<file path="src/rtl/xd_pkg.sv">
`timescale 1ns/1ps
package xd_pkg;

   typedef enum logic [1:0] {
      XD_SCRATCH  = 2'b00,
      XD_RDPORT   = 2'b01,
      XD_WRPORT   = 2'b10,
      XD_RESERVED = 2'b11
   } xd_mode_e;

   function automatic xd_mode_e xd_decode_mode(input logic wr_en_bit, input logic rd_en_bit);
      xd_mode_e m;
      case ({wr_en_bit, rd_en_bit})
         2'b01:   m = XD_RDPORT;
         2'b10:   m = XD_WRPORT;
         2'b11:   m = XD_RESERVED;
         default: m = XD_SCRATCH;
      endcase
      return m;
   endfunction

endpackage

</file>
<file path="src/rtl/xd_index_decode.sv">
`timescale 1ns/1ps
module xd_index_decode #(
   parameter int            DW         = 8,
   parameter logic [DW-1:0] PIDX_XIDX  = 8'h2E,
   parameter logic [DW-1:0] PIDX_XDATA = 8'h2F,
   parameter logic [DW-1:0] XIDX_DATA  = 8'h0A,
   parameter logic [DW-1:0] XIDX_CTRL  = 8'h0B
) (
   input  logic          clk,
   input  logic          rst_n,
   input  logic          wr_pulse,
   input  logic          port_sel,
   input  logic [DW-1:0] wdata,
   output logic [DW-1:0] pidx_q,
   output logic [DW-1:0] xidx_q,
   output logic          sel_xidx,
   output logic          sel_data,
   output logic          sel_ctrl
);

   generate
      if (PIDX_XIDX == PIDX_XDATA) begin : g_bad_pidx
         $error("xd_index_decode: primary index codes must differ");
      end
      if (XIDX_DATA == XIDX_CTRL) begin : g_bad_xidx
         $error("xd_index_decode: extended index codes must differ");
      end
   endgenerate

   logic at_xdata;

   assign at_xdata = port_sel && (pidx_q == PIDX_XDATA);
   assign sel_xidx = port_sel && (pidx_q == PIDX_XIDX);
   assign sel_data = at_xdata && (xidx_q == XIDX_DATA);
   assign sel_ctrl = at_xdata && (xidx_q == XIDX_CTRL);

   always_ff @(posedge clk or negedge rst_n) begin
      if (!rst_n) begin
         pidx_q <= '0;
         xidx_q <= '0;
      end else if (wr_pulse) begin
         if (!port_sel) pidx_q <= wdata;
         else if (sel_xidx) xidx_q <= wdata;
      end
   end

endmodule

</file>
<file path="src/rtl/xd_mode_ctrl.sv">
`timescale 1ns/1ps
module xd_mode_ctrl
   import xd_pkg::*;
#(
   parameter int DW     = 8,
   parameter int RD_BIT = 3,
   parameter int WR_BIT = 4
) (
   input  logic          clk,
   input  logic          rst_n,
   input  logic          wr_en,
   input  logic [DW-1:0] wdata,
   output logic [DW-1:0] ctrl_q,
   output xd_mode_e      mode
);

   generate
      if (RD_BIT == WR_BIT) begin : g_bad_same
         $error("xd_mode_ctrl: read and write strobe bits must differ");
      end
      if (RD_BIT >= DW || WR_BIT >= DW || RD_BIT < 0 || WR_BIT < 0) begin : g_bad_range
         $error("xd_mode_ctrl: strobe enable bits must lie inside the register");
      end
   endgenerate

   always_ff @(posedge clk or negedge rst_n) begin
      if (!rst_n)     ctrl_q <= '0;
      else if (wr_en) ctrl_q <= wdata;
   end

   assign mode = xd_decode_mode(ctrl_q[WR_BIT], ctrl_q[RD_BIT]);

endmodule

</file>
<file path="src/rtl/xd_data_port.sv">
`timescale 1ns/1ps
module xd_data_port
   import xd_pkg::*;
#(
   parameter int DW = 8
) (
   input  logic          clk,
   input  logic          rst_n,
   input  logic          wr_en,
   input  logic          rd_cmd,
   input  logic          wr_cmd,
   input  xd_mode_e      mode,
   input  logic [DW-1:0] wdata,
   input  logic [DW-1:0] ext_rdata,
   output logic [DW-1:0] data_q,
   output logic [DW-1:0] port_rdata,
   output logic          gp_strobe
);

   always_ff @(posedge clk or negedge rst_n) begin
      if (!rst_n)     data_q <= '0;
      else if (wr_en) data_q <= wdata;
   end

   always_comb begin
      gp_strobe  = 1'b0;
      port_rdata = data_q;
      unique case (mode)
         XD_RDPORT: begin
            gp_strobe  = rd_cmd;
            port_rdata = ext_rdata;
         end
         XD_WRPORT: gp_strobe = wr_cmd;
         default:   gp_strobe = 1'b0;
      endcase
   end

endmodule

</file>
<file path="src/rtl/xd_ext_port.sv">
`timescale 1ns/1ps
module xd_ext_port
   import xd_pkg::*;
#(
   parameter int            DW         = 8,
   parameter logic [DW-1:0] PIDX_XIDX  = 8'h2E,
   parameter logic [DW-1:0] PIDX_XDATA = 8'h2F,
   parameter logic [DW-1:0] XIDX_DATA  = 8'h0A,
   parameter logic [DW-1:0] XIDX_CTRL  = 8'h0B,
   parameter int            RD_BIT     = 3,
   parameter int            WR_BIT     = 4
) (
   input  logic          clk,
   input  logic          rst_n,
   input  logic          cs,
   input  logic          port_sel,
   input  logic          ior_n,
   input  logic          iow_n,
   input  logic [DW-1:0] wdata,
   input  logic [DW-1:0] ext_rdata,
   output logic [DW-1:0] rdata,
   output logic          rd_oe,
   output logic          gp_strobe
);

   localparam logic [DW-1:0] UNMAPPED = '0;

   generate
      if (DW < 2) begin : g_bad_dw
         $error("xd_ext_port: data width too small");
      end
   endgenerate

   logic          iow_q;
   logic          wr_pulse;
   logic          rd_cmd;
   logic          wr_cmd;
   logic [DW-1:0] pidx_q;
   logic [DW-1:0] xidx_q;
   logic          sel_xidx;
   logic          sel_data;
   logic          sel_ctrl;
   logic [DW-1:0] ctrl_q;
   xd_mode_e      mode;
   logic [DW-1:0] data_q;
   logic [DW-1:0] port_rdata;

   always_ff @(posedge clk or negedge rst_n) begin
      if (!rst_n) iow_q <= 1'b1;
      else        iow_q <= iow_n;
   end

   assign wr_pulse = cs && !iow_n && iow_q;
   assign rd_cmd   = cs && !ior_n && sel_data;
   assign wr_cmd   = cs && !iow_n && sel_data;
   assign rd_oe    = cs && !ior_n;

   xd_index_decode #(
      .DW(DW), .PIDX_XIDX(PIDX_XIDX), .PIDX_XDATA(PIDX_XDATA),
      .XIDX_DATA(XIDX_DATA), .XIDX_CTRL(XIDX_CTRL)
   ) i_index (
      .clk(clk), .rst_n(rst_n), .wr_pulse(wr_pulse), .port_sel(port_sel),
      .wdata(wdata), .pidx_q(pidx_q), .xidx_q(xidx_q),
      .sel_xidx(sel_xidx), .sel_data(sel_data), .sel_ctrl(sel_ctrl)
   );

   xd_mode_ctrl #(.DW(DW), .RD_BIT(RD_BIT), .WR_BIT(WR_BIT)) i_mode (
      .clk(clk), .rst_n(rst_n), .wr_en(wr_pulse && sel_ctrl),
      .wdata(wdata), .ctrl_q(ctrl_q), .mode(mode)
   );

   xd_data_port #(.DW(DW)) i_data (
      .clk(clk), .rst_n(rst_n), .wr_en(wr_pulse && sel_data),
      .rd_cmd(rd_cmd), .wr_cmd(wr_cmd), .mode(mode), .wdata(wdata),
      .ext_rdata(ext_rdata), .data_q(data_q), .port_rdata(port_rdata),
      .gp_strobe(gp_strobe)
   );

   always_comb begin
      if (!port_sel)     rdata = pidx_q;
      else if (sel_xidx) rdata = xidx_q;
      else if (sel_data) rdata = port_rdata;
      else if (sel_ctrl) rdata = ctrl_q;
      else               rdata = UNMAPPED;
   end

endmodule

</file>
<file path="config.mk">
export PLATFORM = sky130hd
export DESIGN_NAME = xd_ext_port
export DESIGN_NICKNAME = d
export VERILOG_FILES = /design/src/rtl/xd_pkg.sv /design/src/rtl/xd_index_decode.sv /design/src/rtl/xd_mode_ctrl.sv /design/src/rtl/xd_data_port.sv /design/src/rtl/xd_ext_port.sv
export SDC_FILE = /design/constraint.sdc
export NUM_CORES = 1
export LEC_CHECK = 0
export BUFFER_PORTS_ARGS = -buffer_cell sky130_fd_sc_hd__buf_4
export CAP_MARGIN = 25
export CORE_MARGIN = 2
export CORE_UTILIZATION = 30
export CTS_CLUSTER_DIAMETER = 100
export DETAILED_ROUTE_END_ITERATION = 6
export GPL_ROUTABILITY_DRIVEN = 0
export PLACE_DENSITY_LB_ADDON = 0.15
export SYNTH_ARGS = -nofsm -noshare
export SYNTH_HDL_FRONTEND = slang
export SYNTH_HIERARCHICAL = 1
export SYNTH_SLANG_ARGS = --single-unit
</file>
<file path="constraint.sdc">
create_clock -name clk -period 4.3 [get_ports clk]
set_input_delay 0.86 -clock clk [delete_from_list [all_inputs] [get_ports clk]]
set_output_delay 0.86 -clock clk [all_outputs]
set_load 0.05 [all_outputs]
</file>
---- Word level (Yosys, flattened, before mapping) ----
Index checks and enable logic that the tools add are counted.
storage, ports and cells
  flip-flop bits (word level) ............. 33
  output and inout port bits .............. 10
  word-level logic and storage cells ...... 37
operators by class
  equality and inequality tests ........... 9
  mux-type cells .......................... 7
  reduce and logical (&&, ||, !) cells .... 15
  bitwise gates (word level) .............. 1
operators with widths
  cell                                                                    number
  8-bit two-way mux                                                       5
  8-bit by 4-bit equality test with 1-bit output (second input constant)  2
  8-bit by 6-bit equality test with 1-bit output (second input constant)  2
  1-bit logical AND                                                       11
  2-bit equality test (second input constant)                             3
  2-bit case mux with 3 select lines                                      1
  2-bit by 1-bit equality test with 1-bit output (second input constant)  2
  3-bit AND reduction                                                     1
  1-bit zero test                                                         2
  1-bit case mux with 2 select lines                                      1
  2-bit AND reduction                                                     1
  1-bit NOT                                                               1

---- Logic depth before layout (Yosys ltp) ----
Gate-level depths: netlist of run 1.
  depth in word-level cells ............... 7
  depth in mapped cells ................... 7
  depth with buffers taken out ............ 6

---- Cells and area by module ----
Netlist of run 1, hierarchy kept.
by module, submodules not included
  module           area each (um^2)  times used  seq. area each (um^2)  cells an instance
  xd_index_decode  709.4             1           400.4                  46
  xd_data_port     506.7             1           200.2                  32
  xd_mode_ctrl     339.1             1           200.2                  19
  xd_ext_port      276.5             1           26.3                   39

---- Least setup slack after synthesis of run 1 ----
No wires, ideal clock.
  kind .................................... input-to-output
  start ................................... input cs
  end ..................................... output gp_strobe
  arrival time ............................ 2.548 ns
  path buffers ............................ 0
  cell stages on the path ................. 4
  data required time ...................... 3.440 ns
  path slack .............................. 0.892 ns
  path through ............................ nor2b_1 -> and2_1 -> a22oi_1 -> nor2_1
between the ends
  cells in the longest elaborated chain, start to end .. 3
RTL lines
  element                             line                text
  start, declared                     xd_ext_port.sv:15   input logic cs,
  1-bit logical AND (2 in a row)      xd_ext_port.sv:54   assign rd_cmd = cs && !ior_n && sel_data;
  named net rd_cmd                    xd_ext_port.sv:36   logic rd_cmd;
  1-bit case mux with 2 select lines  xd_data_port.sv:28  unique case (mode)
  end, declared                       xd_ext_port.sv:23   output logic gp_strobe
The timed path passes the listed nets, and every way through them passes these cells.

---- Final worst setup path of run 1 ----
  start ................................... input port_sel
  end ..................................... output rdata[4]
RTL lines
  element             line                   text
  start, declared     xd_ext_port.sv:16      input logic port_sel,
  1-bit logical AND   xd_index_decode.sv:32  assign at_xdata = port_sel && (pidx_q == PIDX_XDATA);
  1-bit logical AND   xd_index_decode.sv:34  assign sel_data = at_xdata && (xidx_q == XIDX_DATA);
  named net sel_data  xd_ext_port.sv:41      logic sel_data;
  8-bit two-way mux   xd_ext_port.sv:82      else if (sel_data) rdata = port_rdata;
  8-bit two-way mux   xd_ext_port.sv:81      else if (sel_xidx) rdata = xidx_q;
  8-bit two-way mux   xd_ext_port.sv:80      if (!port_sel) rdata = pidx_q;
  end, declared       xd_ext_port.sv:21      output logic [DW-1:0] rdata,
The timed path passes the listed nets, and every way through them passes these cells.

==> results of run 1 <==
## state kept, by name, summed over array words and instances, names as in the netlist
| signal | cells |
|---|---|
| i_index/pidx_q | 8 |
| i_mode/ctrl_q | 8 |
| i_data/data_q | 8 |
| i_index/xidx_q | 8 |
| iow_q | 1 |
## routing by layer
layer	track usage	wire, microns
met4	0.06667	77
met1	0.1687	1717
met3	0.03804	226
met2	0.2236	2028
met5	0	0
## power by group through the flow
stage | clock network [W] | logic (W) | registers [W]
floorplan | 0 | 0.0000685 | 0.000344
detailed placement | 0 | 0.000113 | 0.000350
finish | 0.000240 | 0.000111 | 0.000345
global placement | 0 | 0.000112 | 0.000350
CTS | 0.000247 | 0.000113 | 0.000345
global route | 0.000258 | 0.000119 | 0.000348
## cell type report
cell class	instances	area share
clock buffer	8	0.04169
inverter	3	0.005211
multi-input combinational	89	0.4192
sequential	33	0.3827
tap	75	0.04343
timing repair buffer	31	0.1077
## logic make-up (layout without fill, tap and decap cells)
family          count (synthesis)  count (layout)
compound gates                 25              25
flops                          33              33
buf+inv                        14              42
mux                            40              40
fa+ha+maj                       2               2
simple gates                   22              22
## cell usage in the layout, fill, tap and decap left out, types with 2 or more instances in the layout
cell type and instances:
a21oi_1 8, a22oi_1 9, and2_1 3, and3b_1 2
and4b_1 2, buf_4 31, clkbuf_1 2, clkbuf_8 6
dfrtp_1 32, ha_1 2, inv_1 3, mux2_2 8
mux2_4 32, nor2_1 4, nor2b_1 3, o22ai_1 7
## stage by stage
step	std cells	worst slack, ns	cell area [sq um]
floorplan	136	0.8917	1832
global placement	231	0.8365	2071
detailed placement	231	0.7264	2071
CTS	239	0.7181	2161
global route	239	0.4825	2161
finish	239	0.6886	2161
## worst register-to-register path: stages (launching register included)
cell and delay, ns:
dfrtp_1 0.40, nor4b_1 0.34, nand4_1 0.16, nor2_1 0.58, and2_1 0.58, mux2_4 0.35
## path summary, 6_finish.rpt
| kind | start | end | slack (ns) |
|---|---|---|---|
| worst max-delay path | port_sel | rdata[4] | 0.69 |
| worst min-delay path | rst_n | i_index/xidx_q[2]$_DFFE_PN0P_ | 0.51 |
| worst max register to register | i_index/xidx_q[4]$_DFFE_PN0P_ | i_data/data_q[2]$_DFFE_PN0P_ | 1.78 |
| worst min register to register | i_data/data_q[6]$_DFFE_PN0P_ | i_data/data_q[6]$_DFFE_PN0P_ | 0.52 |
| max in group asynchronous | rst_n | iow_q$_DFF_PN1_ | 3.45 |
| min in group clk | i_data/data_q[6]$_DFFE_PN0P_ | i_data/data_q[6]$_DFFE_PN0P_ | 0.52 |
==> results.sh, run 1 <==
export IMPL_muxShareOfSynthArea=0.3115
export IMPL_synth_common_cells="dfrtp_1 (32), mux2_4 (32), a22oi_1 (9), a21oi_1 (8), mux2_2 (8)"
export IMPL_die_w_microns=82.14
export IMPL_cts_buffer_depth=2
export IMPL_ant_nets=0
export IMPL_tightest_slew_ns=0.7667
export IMPL_antenna_cells=0
export IMPL_critical_path_slowest_cell="nor2_1"
export IMPL_fmax_ghz=0.2769
export IMPL_drt_wl_total_mm=4.050
export IMPL_fin_util=0.3650
export IMPL_synth_ff_type="dfrtp_1"
export IMPL_power_frac_clock=0.345
export IMPL_finalSetupViolCount=0
export IMPL_synth_seq_cells=33
export IMPL_dieArea_sq_um=6747
export IMPL_power_switching_w=0.0001877
export IMPL_cts_tree="yes"
export IMPL_start_kind="input port"
export IMPL_grt_start_max_net_pins=34
export IMPL_crit_chain="buf_4, and4b_1, nand4_1, nor2_1, nor2b_2, a22oi_1, a21oi_1, buf_4"
export IMPL_htreeDepth=2
export IMPL_crit_arrival_ns=2.75
export IMPL_yosys_warnings=6
export IMPL_syn_inst=136
export IMPL_synth_adder_area_share=0.01366
export IMPL_hold_ws_ns=0.5082
export IMPL_grt_pass1_wl_mm=6.672
export IMPL_cts_sinks=33
export IMPL_boundaryPins=32
export IMPL_synth_edf_count=0
export IMPL_synth_nets=160
export IMPL_register_area_sq_um=827.0
export IMPL_synth_compound_area_frac=0.08538
export IMPL_grt_ovfl_total=0
export IMPL_min_period_ns=3.611
export IMPL_multiInputGateArea_sq_um=905.9
export IMPL_total_power_w=0.0006958
export IMPL_drc_errors=0
export IMPL_crit_type="in2out"
export IMPL_first_global_vias=1282
export IMPL_min_path_type="in2async"
export IMPL_ys_seq_area_frac=0.4515
export IMPL_path_clk_slew_ns=0.07
export IMPL_reg2reg_depth=5
export IMPL_cp_end_kind="output port"
export IMPL_io_buffers=31
export IMPL_fp_coreArea_sq_um=5921
export IMPL_crit_cells=8
export IMPL_slew_headroom=0.4878
export IMPL_std_cell_rows=28
export IMPL_initial_core_util=0.3094
export IMPL_cp_slowest_stage_delay_ns=0.58
export IMPL_antenna_found_initial=0
export IMPL_leakage_nw=0.9798
export IMPL_fin_skew_ns=0.006378
export IMPL_ys_async_sr_fraction=1.000
export IMPL_postCtsSetupRepairBufs=0
export IMPL_crit_required_ns=3.44
export IMPL_fin_crit_sh=0.8399
export IMPL_status="complete, no violations"
export IMPL_report_final_hold_viol_count=0
export IMPL_synth_largest_area_cell="dfrtp_1"
export IMPL_via_count=1176
export IMPL_die_h_microns=82.14
export IMPL_cp_top_family="simple AND/OR/NAND/NOR gates"
export IMPL_cp_num_buf_inv=2
export IMPL_clockRootBuffer="clkbuf_8"
export IMPL_p_seq_frac=0.496
export IMPL_synth_xor_area_share=0
export IMPL_p_per_area_nw_per_um2=322.0
export IMPL_yosysTopAreaCellShare=0.4372
export IMPL_syn2layout_area_growth_pct=17.96
export IMPL_synth_top_family_by_area="multiplexers"
export IMPL_drt_first_pass_iters=4
export IMPL_cp_common_cell="buf_4"
export IMPL_vias_per_cell=4.921
export IMPL_synth_area_sq_um=1832
export IMPL_synth_distinct_cells=27
export IMPL_p_int_w=0.0005081
export IMPL_grt_total_usage=0.1377
export IMPL_fin_tns_setup_ns=0
export IMPL_rsz0062_at_grt="no"
export IMPL_crit_fanout=13
export IMPL_clkLatencyLatePin_ns=0.28
export IMPL_wire_per_inst_microns=16.95
export IMPL_drive_above_1_share=0.4878
export IMPL_nFillCells=590
export IMPL_drv_cap=0
export IMPL_syn_avg_cell_area_sq_um=13.47
export IMPL_drv_slew=0
export IMPL_fin_nets=187
export IMPL_cts_hold_buf=0
export IMPL_p_comb_frac=0.160
export IMPL_dp_hpwl_mm=3.045
export IMPL_cts_resized=0
export IMPL_synth_simple_gate_area_share=0.08402
export IMPL_ir_worst_vdd_mv=0.09410
export IMPL_first_iter_violations=66
export IMPL_synth_area_leaders="dfrtp_1 (44%), mux2_4 (26%), mux2_2 (4.9%)"
export IMPL_switching_share=0.2698
export IMPL_cts_buffers=5
(Power assumes the default switching activity.)
==> run 2, diff against run 1 <==
==> constraint.sdc (replaced) <==
create_clock -name clk -period 2.9 [get_ports clk]
set_input_delay 0.58 -clock clk [delete_from_list [all_inputs] [get_ports clk]]
set_output_delay 0.58 -clock clk [all_outputs]
set_load 0.05 [all_outputs]
==> run 2 against run 1 <==
Against the previous run: critical path depth is the same; cell count rose by 2.9%; sequential cell count unchanged; utilization grew 0.95 points; critical path type unchanged; largest cell class unchanged; highest routed layer unchanged.
==> results.sh, run 2 (synthesized netlist as in run 1, its figures left out) <==
export IMPL_cts_buffer_depth=2
export IMPL_fin_skew_ns=0.005972
export IMPL_crit_arrival_ns=2.09
export IMPL_drt_wl_total_mm=4.046
export IMPL_cts_buffers=5
export IMPL_htreeDepth=2
export IMPL_tightest_slew_ns=0.5769
export IMPL_dieArea_sq_um=6747
export IMPL_layoutNonFillerInstCount=246
export IMPL_cp_slowest_stage_delay_ns=0.27
export IMPL_cts_sinks=33
export IMPL_cp_end_kind="output port"
export IMPL_report_final_hold_viol_count=0
export IMPL_cp_top_family="simple AND/OR/NAND/NOR gates"
export IMPL_fin_crit_sh=0.9217
export IMPL_leakage_nw=1.014
export IMPL_status="complete, no violations"
export IMPL_die_w_microns=82.14
export IMPL_wire_per_inst_microns=16.45
export IMPL_syn2layout_area_growth_pct=21.04
export IMPL_fin_tns_setup_ns=0
export IMPL_crit_fanout=13
export IMPL_clockRootBuffer="clkbuf_8"
export IMPL_clkLatencyLatePin_ns=0.28
export IMPL_drc_errors=0
export IMPL_via_count=1150
export IMPL_io_buffers=31
export IMPL_drt_first_pass_iters=4
export IMPL_start_kind="input port"
export IMPL_drive_above_1_share=0.5146
export IMPL_min_period_ns=2.673
export IMPL_setup_slack_ns=0.2272
export IMPL_fin_util=0.3745
export IMPL_crit_type="in2out"
export IMPL_drv_slew=0
export IMPL_ant_nets=0
export IMPL_fp_coreArea_sq_um=5921
export IMPL_antenna_found_initial=0
export IMPL_dp_hpwl_mm=3.097
export IMPL_grt_start_max_net_pins=34
export IMPL_die_h_microns=82.14
export IMPL_pre_cts_ws_ns=0.1623
export IMPL_ir_worst_vdd_mv=0.2504
export IMPL_dpl_cell_count=238
export IMPL_antenna_cells=0
export IMPL_fin_nets=194
export IMPL_rsz0062_at_grt="no"
export IMPL_first_iter_violations=55
export IMPL_final_common_cell="buf_4"
export IMPL_grt_pass1_wl_mm=6.644
export IMPL_grt_total_usage=0.1360
export IMPL_path_clk_slew_ns=0.07
export IMPL_cts_tree="yes"
export IMPL_finalSetupViolCount=0
export IMPL_drv_cap=0
export IMPL_first_global_vias=1239
export IMPL_cp_num_buf_inv=3
export IMPL_initial_core_util=0.3094
export IMPL_boundaryPins=32
export IMPL_min_path_type="in2async"
export IMPL_std_cell_rows=28
export IMPL_grt_ovfl_total=0
export IMPL_layout_common_cells="buf_4 (38), mux2_4 (32), dfrtp_1 (32)"
export IMPL_p_per_area_nw_per_um2=452.5
export IMPL_critical_path_slowest_cell="nor2_2"
export IMPL_cp_common_cell="buf_4"
export IMPL_vias_per_cell=4.675
export IMPL_slew_headroom=0.6151
export IMPL_crit_chain="buf_4, and4b_1, nand4_1, nor2_2, buf_4, a22oi_1, a21oi_1, buf_4"
export IMPL_fmax_ghz=0.3741
export IMPL_crit_required_ns=2.32
## run 2: cell count changes in the layout (fill, tap and decap cells not counted)
cell      before  now
clkbuf_1       2    3
nor2b_2        1    0
buf_4         31   38
clkbuf_8       6    5
nor4b_1        1    0
nor2_2         0    1
nor4b_2        0    1
nor2_1         4    3
nor2b_4        0    1
## run 2: final cells by class
type,count,area (sq um)
well taps,75,93.84
inverters,3,11.26
flip-flops and latches,33,827.0
clock buffers,8,80.08
multi-input cells,89,919.6
repair buffers,38,285.3
fillers,578,3704
## run 2: final timing paths
kind | start | slack, ns | cells after the start | endpoint
setup / recovery | port_sel | 0.23 | 8 | rdata[1]
hold / removal | rst_n | 0.23 | 1 | i_mode/ctrl_q[6]$_DFFE_PN0P_
setup reg to reg | i_index/xidx_q[4]$_DFFE_PN0P_ | 0.92 | 5 | i_mode/ctrl_q[5]$_DFFE_PN0P_
hold reg to reg | i_data/data_q[0]$_DFFE_PN0P_ | 0.51 | 1 | i_data/data_q[0]$_DFFE_PN0P_
max in group asynchronous | rst_n | 2.34 | 1 | iow_q$_DFF_PN1_
min in group clk | iow_n | 0.42 | 1 | iow_q$_DFF_PN1_
## run 2: repair_timing
item / 4_1_cts / 5_1_grt
buffers inserted: 0 / 0
endpoints found under the setup margin: 0 / 9
gates resized for setup: 0 / 3
hold buffers: 0 / 0
## run 2: metal layers
layer	vias to the layer above	share of wire	track usage
li1	561	-	-
met1	563	0.47	0.1760
met2	21	0.48	0.2146
met3	5	0.037	0.03804
met4	0	0.019	0.05500
met5	-	0	0
## run 2: report_power, final
group / leakage (nW) / internal [W] / total [W] / switching (W)
Sequential: 0.442 / 0.000488 / 0.000509 / 0.0000210
Clock: 0.0395 / 0.000170 / 0.000327 / 0.000156
Combinational: 0.532 / 0.0000743 / 0.000168 / 0.0000932
## run 2: worst reg2reg max path: stages (launching register included)
cell and delay (ns):
dfrtp_1 0.40, nor4b_2 0.28, nand4_1 0.17, nor2_1 0.15, and2_1 0.50, mux2_4 0.35
## run 2: stage by stage
step                      power (W)  hold slack (ns)  area [sq um]
after CTS                  0.001020           0.2462          2203
after global routing       0.001052           0.2605          2217
after global placement    0.0006868           0.4962          2123
after floorplan           0.0006118           0.2844          1832
final                      0.001003           0.2331          2217
after detailed placement  0.0006871           0.4953          2123
